$ cat config.mk
export PLATFORM = sky130hd
export DESIGN_NAME = spriteGameCtrl
export DESIGN_NICKNAME = d
export VERILOG_FILES = /design/src/rtl/spriteGamePkg.sv /design/src/rtl/spriteControl.sv /design/src/rtl/spriteDatapath.sv /design/src/rtl/spriteGameCtrl.sv
export SDC_FILE = /design/constraint.sdc
export NUM_CORES = 1
export LEC_CHECK = 0
export BUFFER_PORTS_ARGS = -buffer_cell sky130_fd_sc_hd__buf_2
export CAP_MARGIN = 25
export CELL_PAD_IN_SITES_DETAIL_PLACEMENT = 1
export CELL_PAD_IN_SITES_GLOBAL_PLACEMENT = 2
export CORE_MARGIN = 5
export CORE_UTILIZATION = 33
export DETAILED_ROUTE_END_ITERATION = 10
export PLACE_DENSITY = 0.9
export SETUP_SLACK_MARGIN = 0.15
export SYNTH_ARGS = -nofsm -noshare
export SYNTH_HDL_FRONTEND = slang
export SYNTH_SLANG_ARGS = --single-unit
$ cat constraint.sdc
create_clock -name clk -period 3.25 [get_ports clk]
set_clock_uncertainty 0.2 [all_clocks]
set_input_delay 0 -clock clk [delete_from_list [all_inputs] [get_ports clk]]
set_output_delay 0 -clock clk [all_outputs]
set_load 0.05 [all_outputs]
$ cat src/rtl/spriteGamePkg.sv
package spriteGamePkg;
  localparam int SPR_MAX = 8;
  localparam logic [15:0] WHITE = 16'hFFFF;
  localparam logic [15:0] LFSR_TAPS = 16'hB400;
  localparam logic [15:0] LFSR_FALLBACK = 16'hACE1;

  typedef struct packed {
    logic               tick;
    logic [SPR_MAX-1:0] respawn;
  } ctlStrobe_t;

  function automatic logic [15:0] lfsrNext(input logic [15:0] s);
    return s[0] ? ((s >> 1) ^ LFSR_TAPS) : (s >> 1);
  endfunction
endpackage

$ cat src/rtl/spriteControl.sv
module spriteControl
  import spriteGamePkg::*;
#(
  parameter int NUM       = 4,
  parameter int TICK_DIV  = 270000,
  parameter int TPS       = 100,
  parameter int SCORE_MAX = 99,
  parameter int SW        = $clog2(SCORE_MAX + 1)
) (
  input  logic           clk,
  input  logic           rstN,
  input  logic [1:0]     level,
  input  logic [NUM-1:0] collide,
  output ctlStrobe_t     strobe,
  output logic [NUM-1:0] hit,
  output logic [SW-1:0]  score
);
  localparam int DW = $clog2(TICK_DIV);
  localparam int LW = $clog2(8 * TPS);

  logic [DW-1:0]  divCnt;
  logic           tick;
  logic [NUM-1:0] respawnVec;
  logic [NUM-1:0] fresh;
  logic           targetHit, decoyHit;

  function automatic logic [LW-1:0] lifeLoad(input logic [1:0] lvl);
    case (lvl)
      2'd0:    return LW'(8 * TPS - 1);
      2'd1:    return LW'(6 * TPS - 1);
      2'd2:    return LW'(4 * TPS - 1);
      default: return LW'(2 * TPS - 1);
    endcase
  endfunction

  assign tick = (divCnt == DW'(TICK_DIV - 1));

  always_ff @(posedge clk) begin
    if (!rstN || tick) divCnt <= '0;
    else               divCnt <= divCnt + 1'b1;
  end

  for (genvar i = 0; i < NUM; i++) begin : g_life
    logic [LW-1:0] lifeLeft;
    assign respawnVec[i] = tick && (lifeLeft == '0);

    always_ff @(posedge clk) begin
      if (!rstN)              lifeLeft <= '0;
      else if (respawnVec[i]) lifeLeft <= lifeLoad(level);
      else if (tick)          lifeLeft <= lifeLeft - 1'b1;
    end

    always_ff @(posedge clk) begin
      if (!rstN)              hit[i] <= 1'b0;
      else if (respawnVec[i]) hit[i] <= 1'b0;
      else if (collide[i])    hit[i] <= 1'b1;
    end

    // a hit latch survives every cycle until its respawn
    p_hit_holds_r7: assert property (@(posedge clk) disable iff (!rstN)
      (hit[i] && !respawnVec[i]) |=> hit[i]);
  end

  assign strobe.tick    = tick;
  assign strobe.respawn = SPR_MAX'(respawnVec);

  assign fresh     = collide & ~hit & ~respawnVec;
  assign targetHit = fresh[0];
  assign decoyHit  = |fresh[NUM-1:1];

  always_ff @(posedge clk) begin
    if (!rstN)                                  score <= '0;
    else if (decoyHit)                          score <= '0;
    else if (targetHit && score < SW'(SCORE_MAX)) score <= score + 1'b1;
  end

  p_score_cap_r10: assert property (@(posedge clk) disable iff (!rstN)
    score <= SW'(SCORE_MAX));

  // score only steps by one or drops to zero
  p_score_step_r8: assert property (@(posedge clk) disable iff (!rstN)
    1'b1 |=> (score == $past(score) || score == $past(score) + 1'b1 || score == '0));

  p_decoy_clears_r9: assert property (@(posedge clk) disable iff (!rstN)
    decoyHit |=> score == '0);
endmodule

$ cat src/rtl/spriteDatapath.sv
module spriteDatapath
  import spriteGamePkg::*;
#(
  parameter int          NUM       = 4,
  parameter int          XW        = 10,
  parameter int          YW        = 10,
  parameter int          SCREEN_W  = 640,
  parameter int          SCREEN_H  = 480,
  parameter int          SIZE      = 64,
  parameter int          CUR       = 8,
  parameter int          STEP      = 1,
  parameter logic [15:0] SEED_BASE = 16'h1D2C,
  parameter logic [15:0] SEED_STEP = 16'h3B5D,
  parameter int          AW        = 2 * $clog2(SIZE),
  parameter int          PSW       = $clog2(NUM + 1)
) (
  input  logic              clk,
  input  logic              rstN,
  input  ctlStrobe_t        strobe,
  input  logic [XW-1:0]     scanX,
  input  logic [YW-1:0]     scanY,
  input  logic [XW-1:0]     cursorX,
  input  logic [YW-1:0]     cursorY,
  input  logic [15:0]       camPix,
  input  logic [NUM*16-1:0] sprPix,
  output logic [NUM-1:0]    collide,
  output logic [15:0]       pixOut,
  output logic [PSW-1:0]    pixSrc,
  output logic [NUM*AW-1:0] sprAddr,
  output logic [NUM*XW-1:0] sprX,
  output logic [NUM*YW-1:0] sprY
);
  localparam int            SB     = AW / 2;
  localparam int            SPAN   = SCREEN_W - SIZE;
  localparam logic [YW-1:0] BOTTOM = YW'(SCREEN_H - SIZE);

  logic [NUM-1:0] opaque;
  logic           inCursor;

  function automatic logic [XW-1:0] spawnX(input logic [15:0] s);
    logic [XW-1:0] v;
    v = s[XW-1:0];
    return (v >= XW'(SPAN)) ? v - XW'(SPAN) : v;
  endfunction

  assign inCursor = ({1'b0, scanX} >= {1'b0, cursorX}) &&
                    ({1'b0, scanX} <  {1'b0, cursorX} + (XW+1)'(CUR)) &&
                    ({1'b0, scanY} >= {1'b0, cursorY}) &&
                    ({1'b0, scanY} <  {1'b0, cursorY} + (YW+1)'(CUR));

  for (genvar i = 0; i < NUM; i++) begin : g_spr
    localparam logic [15:0] RAW  = 16'(SEED_BASE + 16'(i) * SEED_STEP);
    localparam logic [15:0] SEED = (RAW == 16'h0) ? LFSR_FALLBACK : RAW;

    logic [15:0]   lfsr;
    logic [XW-1:0] posX;
    logic [YW-1:0] posY;
    logic          inBox;
    logic [XW-1:0] dx;
    logic [YW-1:0] dy;

    always_ff @(posedge clk) begin
      if (!rstN)            lfsr <= SEED;
      else if (strobe.tick) lfsr <= lfsrNext(lfsr);
    end

    always_ff @(posedge clk) begin
      if (!rstN) begin
        posX <= spawnX(SEED);
        posY <= BOTTOM;
      end else if (strobe.respawn[i]) begin
        posX <= spawnX(lfsr);
        posY <= BOTTOM;
      end else if (strobe.tick) begin
        posY <= (posY >= YW'(STEP)) ? posY - YW'(STEP) : '0;
      end
    end

    assign inBox = ({1'b0, scanX} >= {1'b0, posX}) &&
                   ({1'b0, scanX} <  {1'b0, posX} + (XW+1)'(SIZE)) &&
                   ({1'b0, scanY} >= {1'b0, posY}) &&
                   ({1'b0, scanY} <  {1'b0, posY} + (YW+1)'(SIZE));

    assign dx         = scanX - posX;
    assign dy         = scanY - posY;
    assign opaque[i]  = inBox && (sprPix[i*16 +: 16] != WHITE);
    assign collide[i] = opaque[i] && inCursor;

    assign sprAddr[i*AW +: AW] = {dy[SB-1:0], dx[SB-1:0]};
    assign sprX[i*XW +: XW]    = posX;
    assign sprY[i*YW +: YW]    = posY;

    p_lfsr_live_r2: assert property (@(posedge clk) disable iff (!rstN)
      lfsr != 16'h0);
    p_x_range_r2: assert property (@(posedge clk) disable iff (!rstN)
      posX <= XW'(SPAN));
    p_spawn_bottom_r3: assert property (@(posedge clk) disable iff (!rstN)
      strobe.respawn[i] |=> posY == BOTTOM);
  end

  always_comb begin
    pixOut = camPix;
    pixSrc = '0;
    for (int i = NUM - 1; i >= 0; i--) begin
      if (opaque[i]) begin
        pixOut = sprPix[i*16 +: 16];
        pixSrc = PSW'(i + 1);
      end
    end
  end

  // a sprite source never shows see-through white
  p_no_white_r5: assert property (@(posedge clk) disable iff (!rstN)
    (pixSrc != '0) |-> (pixOut != WHITE));
endmodule

$ cat src/rtl/spriteGameCtrl.sv
module spriteGameCtrl
  import spriteGamePkg::*;
#(
  parameter int          NUM       = 4,
  parameter int          XW        = 10,
  parameter int          YW        = 10,
  parameter int          SCREEN_W  = 640,
  parameter int          SCREEN_H  = 480,
  parameter int          SIZE      = 64,
  parameter int          CUR       = 8,
  parameter int          STEP      = 1,
  parameter int          TICK_DIV  = 270000,
  parameter int          TPS       = 100,
  parameter int          SCORE_MAX = 99,
  parameter logic [15:0] SEED_BASE = 16'h1D2C,
  parameter logic [15:0] SEED_STEP = 16'h3B5D
) (
  input  logic                               clk,
  input  logic                               rstN,
  input  logic [1:0]                         level,
  input  logic [XW-1:0]                      scanX,
  input  logic [YW-1:0]                      scanY,
  input  logic [XW-1:0]                      cursorX,
  input  logic [YW-1:0]                      cursorY,
  input  logic [15:0]                        camPix,
  input  logic [NUM*16-1:0]                  sprPix,
  output logic [15:0]                        pixOut,
  output logic [$clog2(NUM+1)-1:0]           pixSrc,
  output logic [NUM*2*$clog2(SIZE)-1:0]      sprAddr,
  output logic [NUM-1:0]                     altImage,
  output logic [NUM*XW-1:0]                  sprX,
  output logic [NUM*YW-1:0]                  sprY,
  output logic [$clog2(SCORE_MAX+1)-1:0]     score
);
  ctlStrobe_t     strobe;
  logic [NUM-1:0] collide;

  spriteControl #(
    .NUM(NUM), .TICK_DIV(TICK_DIV), .TPS(TPS), .SCORE_MAX(SCORE_MAX)
  ) u_ctl (
    .clk(clk), .rstN(rstN), .level(level), .collide(collide),
    .strobe(strobe), .hit(altImage), .score(score)
  );

  spriteDatapath #(
    .NUM(NUM), .XW(XW), .YW(YW), .SCREEN_W(SCREEN_W), .SCREEN_H(SCREEN_H),
    .SIZE(SIZE), .CUR(CUR), .STEP(STEP),
    .SEED_BASE(SEED_BASE), .SEED_STEP(SEED_STEP)
  ) u_dp (
    .clk(clk), .rstN(rstN), .strobe(strobe),
    .scanX(scanX), .scanY(scanY), .cursorX(cursorX), .cursorY(cursorY),
    .camPix(camPix), .sprPix(sprPix), .collide(collide),
    .pixOut(pixOut), .pixSrc(pixSrc), .sprAddr(sprAddr),
    .sprX(sprX), .sprY(sprY)
  );
endmodule

Yosys cells after proc, flatten, opt, wreduce, memory -nomap -nowiden:

Cells that the tools add are included.

* register bits after elaboration: 214
* bits of input ports: 124
* output and inout port bits: 158

* $add $sub $neg: 32
* magnitude comparators: 29
* equality and inequality tests: 7
* mux-type cells: 29
* bitwise gates (word level): 9
* reduce and logical (&&, ||, !) cells: 44

Operators by type and width (count)
* $mux W10: 16
* $mux W16: 8
* $lt A10 B11 Y1: 10
* $ge A10 B10 Y1: 10
* $add A10 B7 Y11 const B: 8
* $sub A10 B1 Y10 const B: 8
* $ne A16 B16 Y1 const B: 4
* $sub A6 B6 Y6: 8
* $ge A10 B1 Y1 const B: 4
* $ge A10 B10 Y1 const B: 4
* $logic_not A10 Y1: 4
* $sub A10 B10 Y10 const B: 4
* $pmux W10 S3: 1
* $logic_and A1 B1 Y1: 28
* $add A10 B4 Y11 const B: 2
* $add A19 B1 Y19 const B: 1
* $eq A19 B19 Y1 const B: 1
* $not A3 Y4: 4
* $mux W3: 4
* $and A4 B4 Y4: 2
* $not A4 Y4: 2
* $reduce_bool A2 Y1: 4
* $reduce_or A2 Y1: 4
* $add A7 B1 Y7 const B: 1
* 8 further kinds: 8

Depth between registers and ports, before layout:

* word-level depth: 10
* mapped depth: 15

By module:

Synthesis repeated with hierarchy kept, for this count alone.

* cells, all modules: 1881
* area, all modules: 15648.8 um^2

By module, submodules not included
* spriteDatapath: times used 1, cells each 1417, area an instance 11920.2 um^2, seq. area each 2882.8 um^2
* spriteControl: times used 1, cells each 464, area an instance 3728.6 um^2, seq. area each 1401.3 um^2

Least setup slack after synthesis:

No wires, ideal clock.

* path kind: reg2out
* from: register u_dp.g_spr[2].posY[8]
* to: output pixOut[10]
* data arrival time: 3.844 ns
* required time: 3.050 ns
* setup slack: -0.794 ns
* stages on the path, launching flop included: 15
* buffers on the path: 3
* cells stage by stage: dfxtp_1 > clkbuf_1 > nand3_1 > xnor2_1 > ha_1 > a21oi_1 > a32oi_1 > or3_1 > nor4_1 > nor4b_2 > nor2b_1 > buf_2 > buf_2 > a221oi_1 > o22ai_1

* cells in the longest elaborated chain, start to end: 7

Ends and longest elaborated chain
* start, declared: RTL line spriteDatapath.sv:57 `logic [YW-1:0] posY;`
* start signal, assigned: RTL line spriteDatapath.sv:75 `posY <= (posY >= YW'(STEP)) ? posY - YW'(STEP) : '0;`
* $add A10 B7 Y11 or $ge A10 B10 Y1 (tied branches): RTL line spriteDatapath.sv:82, spriteDatapath.sv:81
* $lt A10 B11 Y1 or $logic_and A1 B1 Y1 (tied branches): RTL line spriteDatapath.sv:82, spriteDatapath.sv:80
* $logic_and A1 B1 Y1 *: RTL line spriteDatapath.sv:81 `({1'b0, scanY} >= {1'b0, posY}) &&`
* $logic_and A1 B1 Y1 *: RTL line spriteDatapath.sv:86 `assign opaque[i] = inBox && (sprPix[i*16 +: 16] != WHITE);`
* $mux W16 * (3 in a row): RTL line spriteDatapath.sv:105 `if (opaque[i]) begin`
* end, declared: RTL line spriteGameCtrl.sv:27 `output logic [15:0] pixOut,`

Every way passes the cells marked *; elsewhere a longest branch is shown, timed or not.

Final worst setup path:

* from: register u_dp.g_spr[2].posY[7]
* to: output pixOut[14]

Same word-level chain as after synthesis.

==> summary.md <==
| Metric | Value |
|---|---|
| Status | `finished with violations` |
| Failing checks | `setup timing` |
| Site Rows | `77` |
| Final worst slack | `-0.4961 ns` |
| Max rail drop VDD | `0.3176 mV` |
| Ports | `282` |
| Core ar. | `between 40,000 and 50,000 um2` |
| Net Count, Synth | `2,210` |
| Share of layout cells above drive strength 1 | `between 20% and 30%` |
| Prevailing post-synth register cell | `dfxtp_1` |
| Global-route wire length before repair | `90,970 um` |
| Sequential fraction of the synthesis area | `roughly 29%` |
| CP arrival | `3.55 ns` |
| Leak pwr | `0.008597 uW` |
| Remaining Overflow, GRT | `0` |
| CTS tree | `yes` |
| Fin crit share | `115.3%` |
| Hold Path Depth | `4` |
| Most frequent cells in the layout | `buf_2, nand2_1, ha_1, dfxtp_1, inv_1` |
| CTS root buf | `clkbuf_16` |
| CP most frequent cell | `buf_6` |
| Synth warn | `0` |
| Horiz. Die Dim | `222.5 um` |
| Die area | `49,480 um2` |
| # setup viols final | `19` |
| HP Class | `in2out` |
| DP HPWL | `45,880 um` |
| Largest net degree at the start of global routing | `74` |
| Gp weighted congestion | `roughly 1` |
| Fmax | `266.9 MHz` |
| Clk pin slew, worst setup/hold paths | `0.06 ns` |
| Async set or reset register ratio after synthesis | `0%` |
| Crit start category | `flip-flop` |
| Unique masters post-synth | `77` |
| Synth Register Bits | `214` |
| CTS buffer count | `25` |
| Slowest library cell on the worst path | `or3_1` |
| Worst endpoint required time | `3.05 ns` |
| Non-filler cells, final | `2,868` |
| Per-cell routed wire length | `20.33 um` |
| Clock Path Buffers | `3` |
| Mapped Area | `14,890 um2` |
| Synth Instances | `1,896` |
| DR vias | `15,310` |
| Worst-Skew Late Latency | `0.55 ns` |
| Slowest stage delay, CP | `approximately 0.38 ns` |
| Slew Viols, Final | `0` |
| Commonest non-fill, non-tap cell in the layout | `buf_2` |
| Initial antenna violation count | `1` |
| Max cap viols | `0` |
| Min-delay src | `sprPix[3]` |
| WL final | `58,300 um` |
| Syn avg cell area | `around 7.9 um2` |
| Post-synth EDFFs | `0` |
| Post-DR vias/cell | `5.338` |
| Worst Setup SP | `u_dp.g_spr[2].posY[7]` |
| Worst Tran Pin Value | `0.8199 ns` |
| Reg2Reg Depth | `13` |
| Setup crit end kind | `primary output` |
| Initial core utilization | `33.54%` |
| Vias in the first global route | `about 16,000` |
| Number of I/O port buffers | `281` |
| Final number of hold-violating endpoints | `0` |
| Post-route minimum period | `3.746 ns` |
| Worst path cell trace | `nand3_2 > xnor2_1 > ha_1 > a21oi_2 > a32oi_2 > or3_1 > nor4_2 > nor4b_4 > nor2b_4 > buf_6 > buf_16 > a221oi_2 > buf_4 > o22ai_4 > buf_6` |
| Post-DRT Antenna Nets | `0` |
| Slew HR | `between 40% and 50%` |
| Power density cells | `340.1 nW/um2` |
| RR Startpoint | `u_dp.g_spr[0].posY[1]` |
| Placed instance area | `17,970 um2` |
| All-Layer GR Usage | `22.43%` |
| Htree depth | `1` |
| Placed Instances | `about 2,800` |
| # diodes | `0` |
| Final Cell Area | `19,490 um2` |
| Die Height | `222.5 um` |
| Place WS | `-0.2101 ns` |
| First drt pass iteration count | `4` |
| 1st-iter DRT viols | `680` |
| Post-route DRC | `0` |
| Clk sink count | `between 200 and 250` |
| Final Core Density | `43.88%` |
| WS Path Type | `reg2out` |
| # nets final | `between 2,000 and 3,000` |
| Unrepaired setup endpoints after global routing | `yes` |
| Area Growth Syn to Fin | `30.84%` |
| Crit Path Max Fanout | `8` |
critical path, delay by kind of cell, from the launching register on:
family	cells	cell delay [ns]
fa+ha+maj	1	0.35
xor+xnor	1	0.13
buf+inv	4	0.59
simple gates	5	1.13
flops	1	0.37
compound gates	4	0.42
stage by stage:
stage | power, uW | hold slack [ns] | setup TNS [ns]
3_5_place_dp | 3904 | 0.2374 | -2.980
4_1_cts | 6707 | 0.2326 | -8.099
6_report | 6628 | 0.2292 | -7.234
5_1_grt | 6914 | 0.2608 | -11.20
2_1_floorplan | 3443 | 0.008859 | 0
3_3_place_gp | 3880 | 0.2273 | -1.404
kinds of logic (layout without fill, tap and decap cells):
logic type,after synthesis,after routing,synth area share [%]
AND/OR/NAND/NOR,688,688,22.22
AO/OA/AOI/OAI,421,421,17.78
buffers and inverters,236,616,6.048
flip-flops,214,214,28.76
adder cells (fa/ha/maj),190,190,16.36
XOR/XNOR,126,126,7.409
multiplexers,21,21,1.411
registers in the layout, indices dropped and copies added (netlist names):
name	count
u_ctl.score	7
u_dp.g_spr.lfsr	64
u_ctl.g_life.lifeLeft	40
u_ctl.divCnt	19
u_dp.g_spr.posX	40
u_ctl.hit	4
u_dp.g_spr.posY	40
synthesized netlist by cell type, types with 9 or more instances:
master / n / area share, %
and2_1: 11 / 0.46
xor2_1: 25 / 1.5
nor4_1: 24 / 1.0
a21o_1: 13 / 0.66
nor3b_1: 9 / 0.45
a221oi_1: 18 / 1.1
mux2i_1: 21 / 1.4
nand3_1: 82 / 2.8
clkbuf_1: 56 / 1.4
o21ai_0: 75 / 2.5
a21oi_1: 147 / 4.9
xnor2_1: 101 / 5.9
a211oi_1: 23 / 1.2
nor2_1: 162 / 4.1
o21a_1: 22 / 1.1
nand4_1: 33 / 1.4
dfxtp_1: 214 / 29
nor2b_1: 14 / 0.59
o31a_1: 9 / 0.53
and3_1: 16 / 0.67
o211ai_1: 29 / 1.5
inv_1: 162 / 4.1
a31oi_1: 10 / 0.42
o22ai_1: 17 / 0.71
nand2b_1: 11 / 0.46
nand2_1: 236 / 5.9
ha_1: 182 / 15
nor3_1: 39 / 1.3
power by group:
part	total (uW)	internal, uW	switching (uW)
clock network	2680	1520	1170
logic	1320	471	850
registers	2620	2620	2.87
total	6630	4610	2020
path summary, 6_finish.rpt:
kind                                         to  slack (ns)
worst min-delay path                  pixOut[3]        0.23
worst max register to register   u_ctl.score[4]           0
worst max-delay path                 pixOut[14]       -0.50
worst min register to register  u_ctl.divCnt[0]        0.25
final cells by class:
cell class / instances / area [um2]
multi-input cells: 1446 / 10310
flip-flops and latches: 214 / 4352
clock inverters: 10 / 63.81
fillers: 5398 / 24930
inverters: 164 / 615.6
repair buffers: 406 / 2698
well taps: 592 / 740.7
clock buffers: 36 / 706.9
timing repair:
| item | CTS | global route |
|---|---|---|
| endpoints found under the setup margin | 28 | 62 |
| gates cloned | 3 | 0 |
| pin swaps | 25 | 5 |
| hold endpoints to repair | 77 | 0 |
| setup buffers | 11 | 1 |
| hold buffers | 3 | 0 |
| resized for setup | 104 | 27 |
per-layer routing:
layer	vias up	wire [um]	GRT usage (%)
met4	2	1565	6.126
met2	284	29490	41.66
li1	7413	-	-
met5	-	13	0
met1	7523	25210	27.12
met3	86	2028	2.996
Note: power is estimated with default switching activity, not from simulation.
